**src/rtl/cal_pkg.sv**
```systemverilog
package cal_pkg;

   localparam int unsigned BYTE_W   = 8;
   localparam int unsigned NUM_BYTE = 8;
   localparam int unsigned STATE_W  = BYTE_W * NUM_BYTE;

   typedef logic [BYTE_W-1:0] bcd8_t;

   // byte slots (behaviour depends on carry order)
   localparam int unsigned IX_HSEC  = 0;
   localparam int unsigned IX_SEC   = 1;
   localparam int unsigned IX_MIN   = 2;
   localparam int unsigned IX_HOUR  = 3;
   localparam int unsigned IX_WDAY  = 4;
   localparam int unsigned IX_DATE  = 5;
   localparam int unsigned IX_MONTH = 6;
   localparam int unsigned IX_YEAR  = 7;

   localparam int unsigned HR_FMT_BIT  = 7;
   localparam int unsigned HR_HALF_BIT = 5;
   localparam int unsigned WD_HALT_BIT = 5;
   localparam int unsigned WD_MASK_BIT = 4;

   // bits that hold a field; everything else reads zero
   localparam logic [STATE_W-1:0] LIVE_BITS =
      {8'hFF, 8'h1F, 8'h3F, 8'h37, 8'hBF, 8'h7F, 8'h7F, 8'hFF};

   function automatic bcd8_t bcd_next(input bcd8_t v);
      bcd8_t r;
      if (v[3:0] >= 4'd9) r = {v[7:4] + 4'd1, 4'd0};
      else                r = {v[7:4], v[3:0] + 4'd1};
      return r;
   endfunction

   function automatic logic is_leap(input bcd8_t yr);
      logic r;
      if (yr[4] == 1'b0) r = (yr[3:0] == 4'd0) || (yr[3:0] == 4'd4) || (yr[3:0] == 4'd8);
      else               r = (yr[3:0] == 4'd2) || (yr[3:0] == 4'd6);
      return r;
   endfunction

   function automatic bcd8_t last_date(input bcd8_t mon, input bcd8_t yr);
      bcd8_t r;
      case (mon)
         8'h02:                      r = is_leap(yr) ? 8'h29 : 8'h28;
         8'h04, 8'h06, 8'h09, 8'h11: r = 8'h30;
         default:                    r = 8'h31;
      endcase
      return r;
   endfunction

   function automatic logic bcd_legal(input bcd8_t v);
      return (v[7:4] <= 4'd9) && (v[3:0] <= 4'd9);
   endfunction

endpackage

```
**src/rtl/cal_bcd_stage.sv**
```systemverilog
module cal_bcd_stage
   import cal_pkg::*;
#(
   parameter bcd8_t FIRST = 8'h00,
   parameter bcd8_t LAST  = 8'h59
) (
   input  logic  clk,
   input  logic  rst_n,
   input  logic  load_i,
   input  bcd8_t load_val_i,
   input  logic  step_i,
   output bcd8_t val_o,
   output logic  wrap_o
);

   bcd8_t cnt_q;
   logic  at_end;

   assign at_end = (cnt_q >= LAST);
   assign wrap_o = step_i & at_end;
   assign val_o  = cnt_q;

   always_ff @(posedge clk or negedge rst_n) begin
      if (!rst_n)      cnt_q <= FIRST;
      else if (load_i) cnt_q <= load_val_i;
      else if (step_i) cnt_q <= at_end ? FIRST : bcd_next(cnt_q);
   end

endmodule

```
**src/rtl/cal_hour_stage.sv**
```systemverilog
module cal_hour_stage
   import cal_pkg::*;
(
   input  logic  clk,
   input  logic  rst_n,
   input  logic  load_i,
   input  bcd8_t load_val_i,
   input  logic  step_i,
   output bcd8_t val_o,
   output logic  day_wrap_o
);

   bcd8_t hr_q;
   bcd8_t hr_nx;
   logic  wrap_c;
   logic  fmt12;
   logic  half;
   bcd8_t h12;
   bcd8_t h24;

   assign fmt12 = hr_q[HR_FMT_BIT];
   assign half  = hr_q[HR_HALF_BIT];
   assign h12   = {3'b000, hr_q[4:0]};
   assign h24   = {2'b00, hr_q[5:0]};

   always_comb begin
      hr_nx  = hr_q;
      wrap_c = 1'b0;
      if (fmt12) begin
         if (h12 == 8'h12) begin
            hr_nx = {1'b1, 1'b0, half, 5'h01};
         end else if (h12 == 8'h11) begin
            hr_nx  = {1'b1, 1'b0, ~half, 5'h12};
            wrap_c = half;
         end else begin
            hr_nx = {1'b1, 1'b0, half, bcd_next(h12)[4:0]};
         end
      end else begin
         if (h24 >= 8'h23) begin
            hr_nx  = 8'h00;
            wrap_c = 1'b1;
         end else begin
            hr_nx = {2'b00, bcd_next(h24)[5:0]};
         end
      end
   end

   assign day_wrap_o = step_i & wrap_c;
   assign val_o      = hr_q;

   always_ff @(posedge clk or negedge rst_n) begin
      if (!rst_n)      hr_q <= 8'h00;
      else if (load_i) hr_q <= load_val_i;
      else if (step_i) hr_q <= hr_nx;
   end

endmodule

```
**src/rtl/cal_date_stage.sv**
```systemverilog
module cal_date_stage
   import cal_pkg::*;
(
   input  logic  clk,
   input  logic  rst_n,
   input  logic  load_i,
   input  bcd8_t load_val_i,
   input  logic  step_i,
   input  bcd8_t month_i,
   input  bcd8_t year_i,
   output bcd8_t val_o,
   output logic  month_wrap_o
);

   bcd8_t dt_q;
   bcd8_t lim;
   logic  at_end;

   assign lim          = last_date(month_i, year_i);
   assign at_end       = (dt_q >= lim);
   assign month_wrap_o = step_i & at_end;
   assign val_o        = dt_q;

   always_ff @(posedge clk or negedge rst_n) begin
      if (!rst_n)      dt_q <= 8'h01;
      else if (load_i) dt_q <= load_val_i;
      else if (step_i) dt_q <= at_end ? 8'h01 : bcd_next(dt_q);
   end

endmodule

```
**src/rtl/bcd_calendar_core.sv**
```systemverilog
module bcd_calendar_core
   import cal_pkg::*;
#(
   parameter bit    RST_STOPPED = 1'b0,
   parameter bcd8_t SUBSEC_LAST = 8'h99
) (
   input  logic               clk,
   input  logic               rst_n,
   input  logic               tick_i,
   input  logic               load_i,
   input  logic [STATE_W-1:0] load_data_i,
   output logic [STATE_W-1:0] time_o
);

   localparam int unsigned N_FAST = 3;

   generate
      if (!bcd_legal(SUBSEC_LAST)) begin : g_bad_subsec
         $error("SUBSEC_LAST must be a legal BCD byte");
      end
   endgenerate

   logic [STATE_W-1:0] ld;
   logic               halt_q;
   logic               mask_q;
   logic               run;
   logic [N_FAST:0]    carry;
   bcd8_t              fast_val [N_FAST];
   bcd8_t              hr_val, wd_val, dt_val, mo_val, yr_val;
   logic               day_wrap, mo_step, yr_step, yr_wrap_unused;

   assign ld  = load_data_i & LIVE_BITS;
   assign run = tick_i & ~halt_q & ~load_i;

   always_ff @(posedge clk or negedge rst_n) begin
      if (!rst_n) begin
         halt_q <= RST_STOPPED;
         mask_q <= 1'b0;
      end else if (load_i) begin
         halt_q <= ld[IX_WDAY*BYTE_W + WD_HALT_BIT];
         mask_q <= ld[IX_WDAY*BYTE_W + WD_MASK_BIT];
      end
   end

   assign carry[0] = run;

   for (genvar i = 0; i < N_FAST; i++) begin : g_fast
      localparam bcd8_t LIM = (i == 0) ? SUBSEC_LAST : 8'h59;
      cal_bcd_stage #(.FIRST(8'h00), .LAST(LIM)) u_stage (
         .clk       (clk),
         .rst_n     (rst_n),
         .load_i    (load_i),
         .load_val_i(ld[i*BYTE_W +: BYTE_W]),
         .step_i    (carry[i]),
         .val_o     (fast_val[i]),
         .wrap_o    (carry[i+1])
      );
   end

   cal_hour_stage u_hour (
      .clk       (clk),
      .rst_n     (rst_n),
      .load_i    (load_i),
      .load_val_i(ld[IX_HOUR*BYTE_W +: BYTE_W]),
      .step_i    (carry[N_FAST]),
      .val_o     (hr_val),
      .day_wrap_o(day_wrap)
   );

   cal_bcd_stage #(.FIRST(8'h01), .LAST(8'h07)) u_wday (
      .clk       (clk),
      .rst_n     (rst_n),
      .load_i    (load_i),
      .load_val_i({5'b00000, ld[IX_WDAY*BYTE_W +: 3]}),
      .step_i    (day_wrap),
      .val_o     (wd_val),
      .wrap_o    ()
   );

   cal_date_stage u_date (
      .clk         (clk),
      .rst_n       (rst_n),
      .load_i      (load_i),
      .load_val_i  (ld[IX_DATE*BYTE_W +: BYTE_W]),
      .step_i      (day_wrap),
      .month_i     (mo_val),
      .year_i      (yr_val),
      .val_o       (dt_val),
      .month_wrap_o(mo_step)
   );

   cal_bcd_stage #(.FIRST(8'h01), .LAST(8'h12)) u_month (
      .clk       (clk),
      .rst_n     (rst_n),
      .load_i    (load_i),
      .load_val_i(ld[IX_MONTH*BYTE_W +: BYTE_W]),
      .step_i    (mo_step),
      .val_o     (mo_val),
      .wrap_o    (yr_step)
   );

   cal_bcd_stage #(.FIRST(8'h00), .LAST(8'h99)) u_year (
      .clk       (clk),
      .rst_n     (rst_n),
      .load_i    (load_i),
      .load_val_i(ld[IX_YEAR*BYTE_W +: BYTE_W]),
      .step_i    (yr_step),
      .val_o     (yr_val),
      .wrap_o    (yr_wrap_unused)
   );

   assign time_o = {yr_val, mo_val, dt_val,
                    {2'b00, halt_q, mask_q, 1'b0, wd_val[2:0]},
                    hr_val, fast_val[2], fast_val[1], fast_val[0]};

endmodule

```
**config.mk**
```make
export PLATFORM = sky130hd
export DESIGN_NAME = bcd_calendar_core
export DESIGN_NICKNAME = d
export VERILOG_FILES = /design/src/rtl/cal_pkg.sv /design/src/rtl/cal_bcd_stage.sv /design/src/rtl/cal_hour_stage.sv /design/src/rtl/cal_date_stage.sv /design/src/rtl/bcd_calendar_core.sv
export SDC_FILE = /design/constraint.sdc
export NUM_CORES = 1
export LEC_CHECK = 0
export BUFFER_PORTS_ARGS = -buffer_cell sky130_fd_sc_hd__clkbuf_2
export CAP_MARGIN = 0
export CORE_MARGIN = 3
export CORE_UTILIZATION = 40
export DETAILED_ROUTE_END_ITERATION = 10
export HOLD_SLACK_MARGIN = 0.1
export PLACE_DENSITY_LB_ADDON = 0.1
export SYNTH_ARGS = -nofsm -noshare
export SYNTH_HDL_FRONTEND = slang
export SYNTH_SLANG_ARGS = --single-unit
```
**constraint.sdc**
```tcl
create_clock -name clk -period 9.6 [get_ports clk]
set_clock_uncertainty 0.1 [all_clocks]
set_input_delay 1.92 -clock clk [delete_from_list [all_inputs] [get_ports clk]]
set_output_delay 1.92 -clock clk [all_outputs]
set_load 0.05 [all_outputs]
```
# --- After elaboration in Yosys (flattened, before gate mapping) ---
# Index checks and enable logic that the tools add are counted.
op_classes:
  add_sub_neg: 17
  magnitude_cmp: 16
  eq_ne: 14
  mux: 44
  bitwise: 11
  reduce_logical: 29
op_table:
  columns: ["op", "n"]
  rows:
  - ["2-to-1 mux 8 bit", 32]
  - ["adder 4 x 1 -> 4 bit (second input constant)", 15]
  - ["greater-or-equal comparator 4 bit (second input constant)", 8]
  - ["nonzero test 3 bit", 7]
  - ["2-to-1 mux 6 bit", 3]
  - ["== test 8 x 3 -> 1 bit (second input constant)", 2]
  - ["greater-or-equal comparator 8 x 7 -> 1 bit (second input constant)", 2]
  - ["greater-or-equal comparator 8 bit (second input constant)", 2]
  - ["case mux 8 bit (2 select lines)", 1]
  - ["AND reduction 2 bit", 7]
  - ["nonzero test 2 bit", 7]
  - ["== test 5 bit (second input constant)", 2]
  - ["bitwise AND 1 bit", 8]
  - ["== test 4 x 3 -> 1 bit (second input constant)", 2]
  - ["== test 8 x 2 -> 1 bit (second input constant)", 1]
  - ["== test 8 x 4 -> 1 bit (second input constant)", 1]
  - ["== test 8 x 5 -> 1 bit (second input constant)", 1]
  - ["greater-or-equal comparator 8 x 3 -> 1 bit (second input constant)", 1]
  - ["greater-or-equal comparator 8 x 5 -> 1 bit (second input constant)", 1]
  - ["greater-or-equal comparator 8 bit", 1]
  - ["2-to-1 mux 1 bit", 7]
  - ["greater-or-equal comparator 6 bit (second input constant)", 1]
  - ["inequality test 3 bit (second input constant)", 2]
  - ["2-to-1 mux 5 bit", 1]
  - ["other kinds (12)", 16]
totals:
  ff_bits: 66
  input_bits: 68
  out_inout_bits: 64

# --- Longest topological paths before layout ---
depth:
  ltp_word: 12
  depth_mapped: 13
  ltp_nobuf: 12

# --- By module ---
# From an unflattened synthesis, not the netlist that was laid out.
unflattened:
  cells_unflattened: 560
  area_unflattened_um2: 5094.9
by_module_without_submodules:
  columns: ["module", "instances", "cells_each", "area_per_inst_um2", "seq_area_each_um2"]
  rows:
  - ["cal_bcd_stage at g_fast[0].u_stage ...", 2, 68, 609.3, 200.2]
  - ["cal_bcd_stage at g_fast[1].u_stage ...", 2, 64, 581.8, 200.2]
  - ["cal_date_stage", 1, 83, 770.7, 201.4]
  - ["cal_hour_stage", 1, 77, 676.9, 200.2]
  - ["cal_bcd_stage at u_wday", 1, 62, 573.0, 201.4]
  - ["cal_bcd_stage at u_month", 1, 63, 570.5, 201.4]
  - ["bcd_calendar_core", 1, 11, 121.4, 50.0]

# --- Least setup slack after synthesis ---
# No wires, ideal clock.
synth_timing:
  kind: "in2reg"
  from: "in tick_i"
  to: "reg u_year.cnt_q[4] (netlist: u_year.val_o[4])"
  setup_time_ps: 125
  t_arrival_ps: 3411
  required_ps: 9375
  slack_ps: 5964
  path_stages: 7
  path_cell_list: "nor2b_1 -> buf_2 -> nand4_4 -> a211o_1 -> buf_6 -> nor3_4 -> mux2_4"
synth_between:
  elab_chain_len: 10
synth_lines:
  columns: ["item", "line", "source"]
  rows:
  - ["start, declared", "bcd_calendar_core.sv:9", "input logic tick_i,"]
  - ["bitwise AND 1 bit (2 in a row)", "bcd_calendar_core.sv:33", "assign run = tick_i & ~halt_q & ~load_i;"]
  - ["bitwise AND 1 bit (3 in a row)", "cal_bcd_stage.sv:20", "assign wrap_o = step_i & at_end;"]
  - ["bitwise AND 1 bit", "cal_hour_stage.sv:48", "assign day_wrap_o = step_i & wrap_c;"]
  - ["bitwise AND 1 bit", "cal_date_stage.sv:21", "assign month_wrap_o = step_i & at_end;"]
  - ["bitwise AND 1 bit", "cal_bcd_stage.sv:20", null]
  - ["nonzero test 2 bit (no source line)", null, null]
  - ["AND reduction 2 bit (no source line)", null, null]
  - ["end signal, assigned", "cal_bcd_stage.sv:25", "else if (load_i) cnt_q <= load_val_i;"]
  - ["end signal, assigned", "cal_bcd_stage.sv:26", "else if (step_i) cnt_q <= at_end ? FIRST : bcd_next(cnt_q);"]
  - ["end, declared", "cal_bcd_stage.sv:16", "bcd8_t cnt_q;"]
# Every way passes these cells.
# A chain may end at the register's enable or synchronous reset.

# --- Final worst setup path ---
layout_timing:
  from: "in tick_i"
  to: "reg u_date.dt_q[6] (netlist: u_date.val_o[6])"
layout_between:
  elab_chain_len: 8
layout_lines:
  columns: ["item", "line", "source"]
  rows:
  - ["bitwise AND 1 bit (2 in a row)", "bcd_calendar_core.sv:33", null]
  - ["bitwise AND 1 bit (3 in a row)", "cal_bcd_stage.sv:20", null]
  - ["bitwise AND 1 bit", "cal_hour_stage.sv:48", null]
  - ["nonzero test 2 bit (no source line)", null, null]
  - ["AND reduction 2 bit (no source line)", null, null]
  - ["end signal, assigned", "cal_date_stage.sv:26", "else if (load_i) dt_q <= load_val_i;"]
  - ["end signal, assigned", "cal_date_stage.sv:27", "else if (step_i) dt_q <= at_end ? 8'h01 : bcd_next(dt_q);"]
  - ["end, declared", "cal_date_stage.sv:15", "bcd8_t dt_q;"]
# Every way passes these cells.

==> results.md <==
| Stage | Item | This run |
| --- | --- | --- |
| floorplan | Overall die area | 13200 um2 |
| floorplan | Initial standard-cell utilization of the core | 41.2% |
| cts | Setup fix buffers added after clock tree synthesis | 0 |
| global routing | Number of antenna violations at the first check in global routing | 0 |
| cells and area | Area of all sequential standard cells | 1630 um2 |
| placement | Cell total after placement | 743 |
| worst setup path | Arrival time at the worst endpoint | 4.61 ns |
| synthesis | Seq cells post-synth | 65 |
| placement | GPL Wtd Cong | 0.797 |
| synthesis | Syn avg cell area | 9.38 um2 |
| cells and area | Final standard cell area without fillers | 5700 um2 |
| route | Average vias per placed instance | 5.60 |
| synthesis | Primary FF master, synth | sky130_fd_sc_hd__dfrtp_1 |
| synthesis | EDFF count, synth | 0 |
| sta | Number of slew-limit violations in the final report | 0 |
| worst setup path | Crit Path Category | input pin to register |
| cells and area | Diode insertion count for antenna repair | 0 |
| route | Wire length per cell after detailed routing | 16.4 um |
| route | Length of the first detailed-routing pass in iterations | 5 |
| cts | Number of hold buffers added after CTS | 0 |
| sta | Sum Neg Setup Slack | 0 ns |
| sta | Slew at the pin closest to its max-slew limit | 1.14 ns |
| synthesis | Top cells by area, synth | sky130_fd_sc_hd__dfrtp_1 33%, sky130_fd_sc_hd__ha_1 13%, sky130_fd_sc_hd__inv_1 3.6% |
| placement | Buffers on Ports | 116 |
| floorplan | Vertical extent of the die | 115 um |
| route | Violation count after the first detailed-route iteration | 300 |
| cts | Clock tree from TritonCTS | done |
| global routing | Total congestion overflow | 0 |
| worst setup path | Critical Path Fanout Max | 21 |
| cells and area | Area used by multi-input combinational logic | 2790 um2 |
| global routing | Global routing usage summed across all routing layers | 19.5% |
| floorplan | Number of rows created at floorplan | 39 |
| sta | Number of setup violations in the final report | 0 |
| worst setup path | Setup crit start kind | input pin |
| cts | Clock-pin slew on the worst setup and hold paths | 0.06 ns |
| global routing | Global-route wire length before repair | 20400 um |
| cells and area | Fraction of final layout cells with drive strength greater than 1 | 26.6% |
| synthesis | Post-synthesis async set-or-reset flop share | 100% |
| synthesis | Warnings from Yosys | 0 |
| synthesis | Register area share after synthesis | 34.3% |
| cells and area | Final nets | 728 |
| sta | Achievable frequency | 0.223 GHz |
| sta | Worst relative slew slack | 23.8% |
| power and ir drop | Power, Total | 1.79 mW |
| placement | Instance area after placement | 5370 um2 |
| cts | Number of clock buffers inserted by TritonCTS | 9 |
| synthesis | Gate count after technology mapping | 506 |
| worst setup path | Worst Path Required | 9.73 ns |
| floorplan | Boundary pin count | 132 |
| synthesis | Most instantiated library cell after synthesis | sky130_fd_sc_hd__dfrtp_1 |
| cts | Clk sink count | 65 |
| cts | Clock root buffer | sky130_fd_sc_hd__clkbuf_16 |
| cts | Clock Latency Late Sink | 0.34 ns |
| cts | Maximum buffer depth of the clock tree | 2 |
| synthesis | Synth unique cells | 80 |
| worst setup path | Type of destination of the critical path | register |
| floorplan | Die boundary width | 115 um |
| route | Number of antenna-violating nets in the routed design | 0 |
| cts | Gates resized, CTS repair | 0 |
| cells and area | Final standard cell utilization of the core | 49.5% |
| route | Detailed-route wire length | 12500 um |
| global routing | Pin count of the biggest net entering global routing | 66 |
| cells and area | Non-filler cells in the finished layout | 759 |
| synthesis | Cell type with the largest total area after synthesis | sky130_fd_sc_hd__dfrtp_1 |
| synthesis | Most frequent cells after synthesis | 62 x sky130_fd_sc_hd__dfrtp_1, 49 x sky130_fd_sc_hd__ha_1, 45 x sky130_fd_sc_hd__inv_1, 31 x sky130_fd_sc_hd__nor2_1, 29 x sky130_fd_sc_hd__o21ai_0 |
| route | Via total after detailed routing | 4252 |
| cells and area | Layout fillers | 1115 |
| sta | Min Clock Period, post-route | 4.48 ns |
| power and ir drop | Leak Pwr | 2.71 nW |
| outcome | Result of the run | completed |
| sta | RSZ-0062 raised after global routing | no |
| cts | Deepest level of the CTS H-tree | 3 |
| synthesis | Synthesized cell area | 4750 um2 |
| cells and area | Synthesis-to-layout area growth | 20.1% |
| global routing | Vias in the first global route | 4102 |
| job | Reported max-cap violation count | 0 |
| sta | Share of the clock period used by the worst path | 46.6% |
| floorplan | Core area | 11500 um2 |
| route | Drt drc | 0 |
| power and ir drop | Pwr per Cell Area | 315 nW/um2 |
| synthesis | Share of Yosys cell area claimed by the top area cell type | 32.7% |
| placement | Half-perimeter wire length after placement | 9020 um |
| power and ir drop | IR drop worst, VDD | 0.181 mV |
| sta | Number of hold violations in the final report | 0 |
| hold path | Hold/Removal Path Class | register to register |
where the power goes:
| group | switching, mW | internal [mW] |
|---|---|---|
| Clock | 0.127 | 0.241 |
| Sequential | 0.137 | 0.365 |
| Combinational | 0.639 | 0.286 |
| Total | 0.903 | 0.892 |
worst max-delay path, cell delays in order:
cell and delay (ns):
sky130_fd_sc_hd__clkbuf_2 0.08, sky130_fd_sc_hd__nor2b_1 0.54, sky130_fd_sc_hd__a21oi_1 0.41, sky130_fd_sc_hd__a211o_1 0.70, sky130_fd_sc_hd__nor2_2 0.60, sky130_fd_sc_hd__mux2_4 0.34
registers in the layout (all words and copies together) (netlist names):
signal	flops
g_fast.u_stage.val_o	24
halt_q	1
u_hour.val_o	7
u_date.val_o	8
u_wday.val_o	8
u_month.val_o	8
mask_q	1
u_year.val_o	8
layout by cell type, fill, tap and decap left out, types with 4 or more instances in the layout:
cell type	Yosys	layout
sky130_fd_sc_hd__nand2b_1	7	7
sky130_fd_sc_hd__and3_1	7	7
sky130_fd_sc_hd__inv_1	45	45
sky130_fd_sc_hd__a22oi_1	9	9
sky130_fd_sc_hd__conb_1	1	4
sky130_fd_sc_hd__clkbuf_16	0	9
sky130_fd_sc_hd__ha_1	49	49
sky130_fd_sc_hd__a2bb2oi_1	9	9
sky130_fd_sc_hd__a211o_1	5	5
sky130_fd_sc_hd__o21ai_0	29	29
sky130_fd_sc_hd__nand2_1	28	28
sky130_fd_sc_hd__o2bb2ai_1	4	4
sky130_fd_sc_hd__mux2_2	4	4
sky130_fd_sc_hd__o31a_1	4	4
sky130_fd_sc_hd__nor2_1	31	31
sky130_fd_sc_hd__clkbuf_2	1	115
sky130_fd_sc_hd__o31ai_1	6	6
sky130_fd_sc_hd__dfrtp_1	62	62
sky130_fd_sc_hd__nor3_1	11	11
sky130_fd_sc_hd__mux2i_1	10	10
sky130_fd_sc_hd__nand3_1	16	16
sky130_fd_sc_hd__a21o_1	7	7
sky130_fd_sc_hd__nand4_1	4	4
sky130_fd_sc_hd__o22ai_1	10	10
sky130_fd_sc_hd__a211oi_1	4	4
sky130_fd_sc_hd__a221o_1	6	6
sky130_fd_sc_hd__a21oi_1	20	20
sky130_fd_sc_hd__nor2b_1	6	6
sky130_fd_sc_hd__a32oi_1	8	8
cells by family after synthesis:
group	count (synthesis)	share of synthesized area (%)
AO/OA/AOI/OAI	161	25.3
adder cells (fa/ha/maj)	49	12.9
buffers and inverters	73	7.11
flip-flops	65	34.3
multiplexers	16	3.69
other	1	0.0790
AND/OR/NAND/NOR	141	16.6
through the flow:
stage | setup WS, ns | hold slack (ns)
after global placement | 4.78 | 0.388
after CTS | 5.16 | 0.409
after detailed placement | 4.78 | 0.396
final | 5.12 | 0.404
after global routing | 4.96 | 0.425
after floorplan | 5.96 | 0.380
final timing paths:
| check | start | end | slack (ns) | depth (start not counted) |
|---|---|---|---|---|
| max | tick_i | u_date.val_o[6] | 5.12 | 6 |
| min | mask_q | mask_q | 0.40 | 1 |
| max reg2reg | u_month.val_o[0] | u_year.val_o[4] | 5.57 | 12 |
| min reg2reg | mask_q | mask_q | 0.40 | 1 |
| max in group asynchronous | rst_n | u_wday.val_o[3] | 7.13 | 2 |
| min in group asynchronous | rst_n | g_fast[0].u_stage.val_o[6] | 1.67 | 2 |
metal layers:
layer	track usage, %	routed length, um
met1	25.8	5760
met2	30.8	5850
met3	5.53	669
met4	6.26	207
met5	0	0
cell type report:
class	instances	area share, %
sequential	65	28.6
inverter	45	2.96
clock buffer	11	4.43
timing repair buffer	119	10.6
multi-input combinational	371	48.9
tap	143	3.14
clock inverter	5	1.36
(Power assumes the default switching activity.)
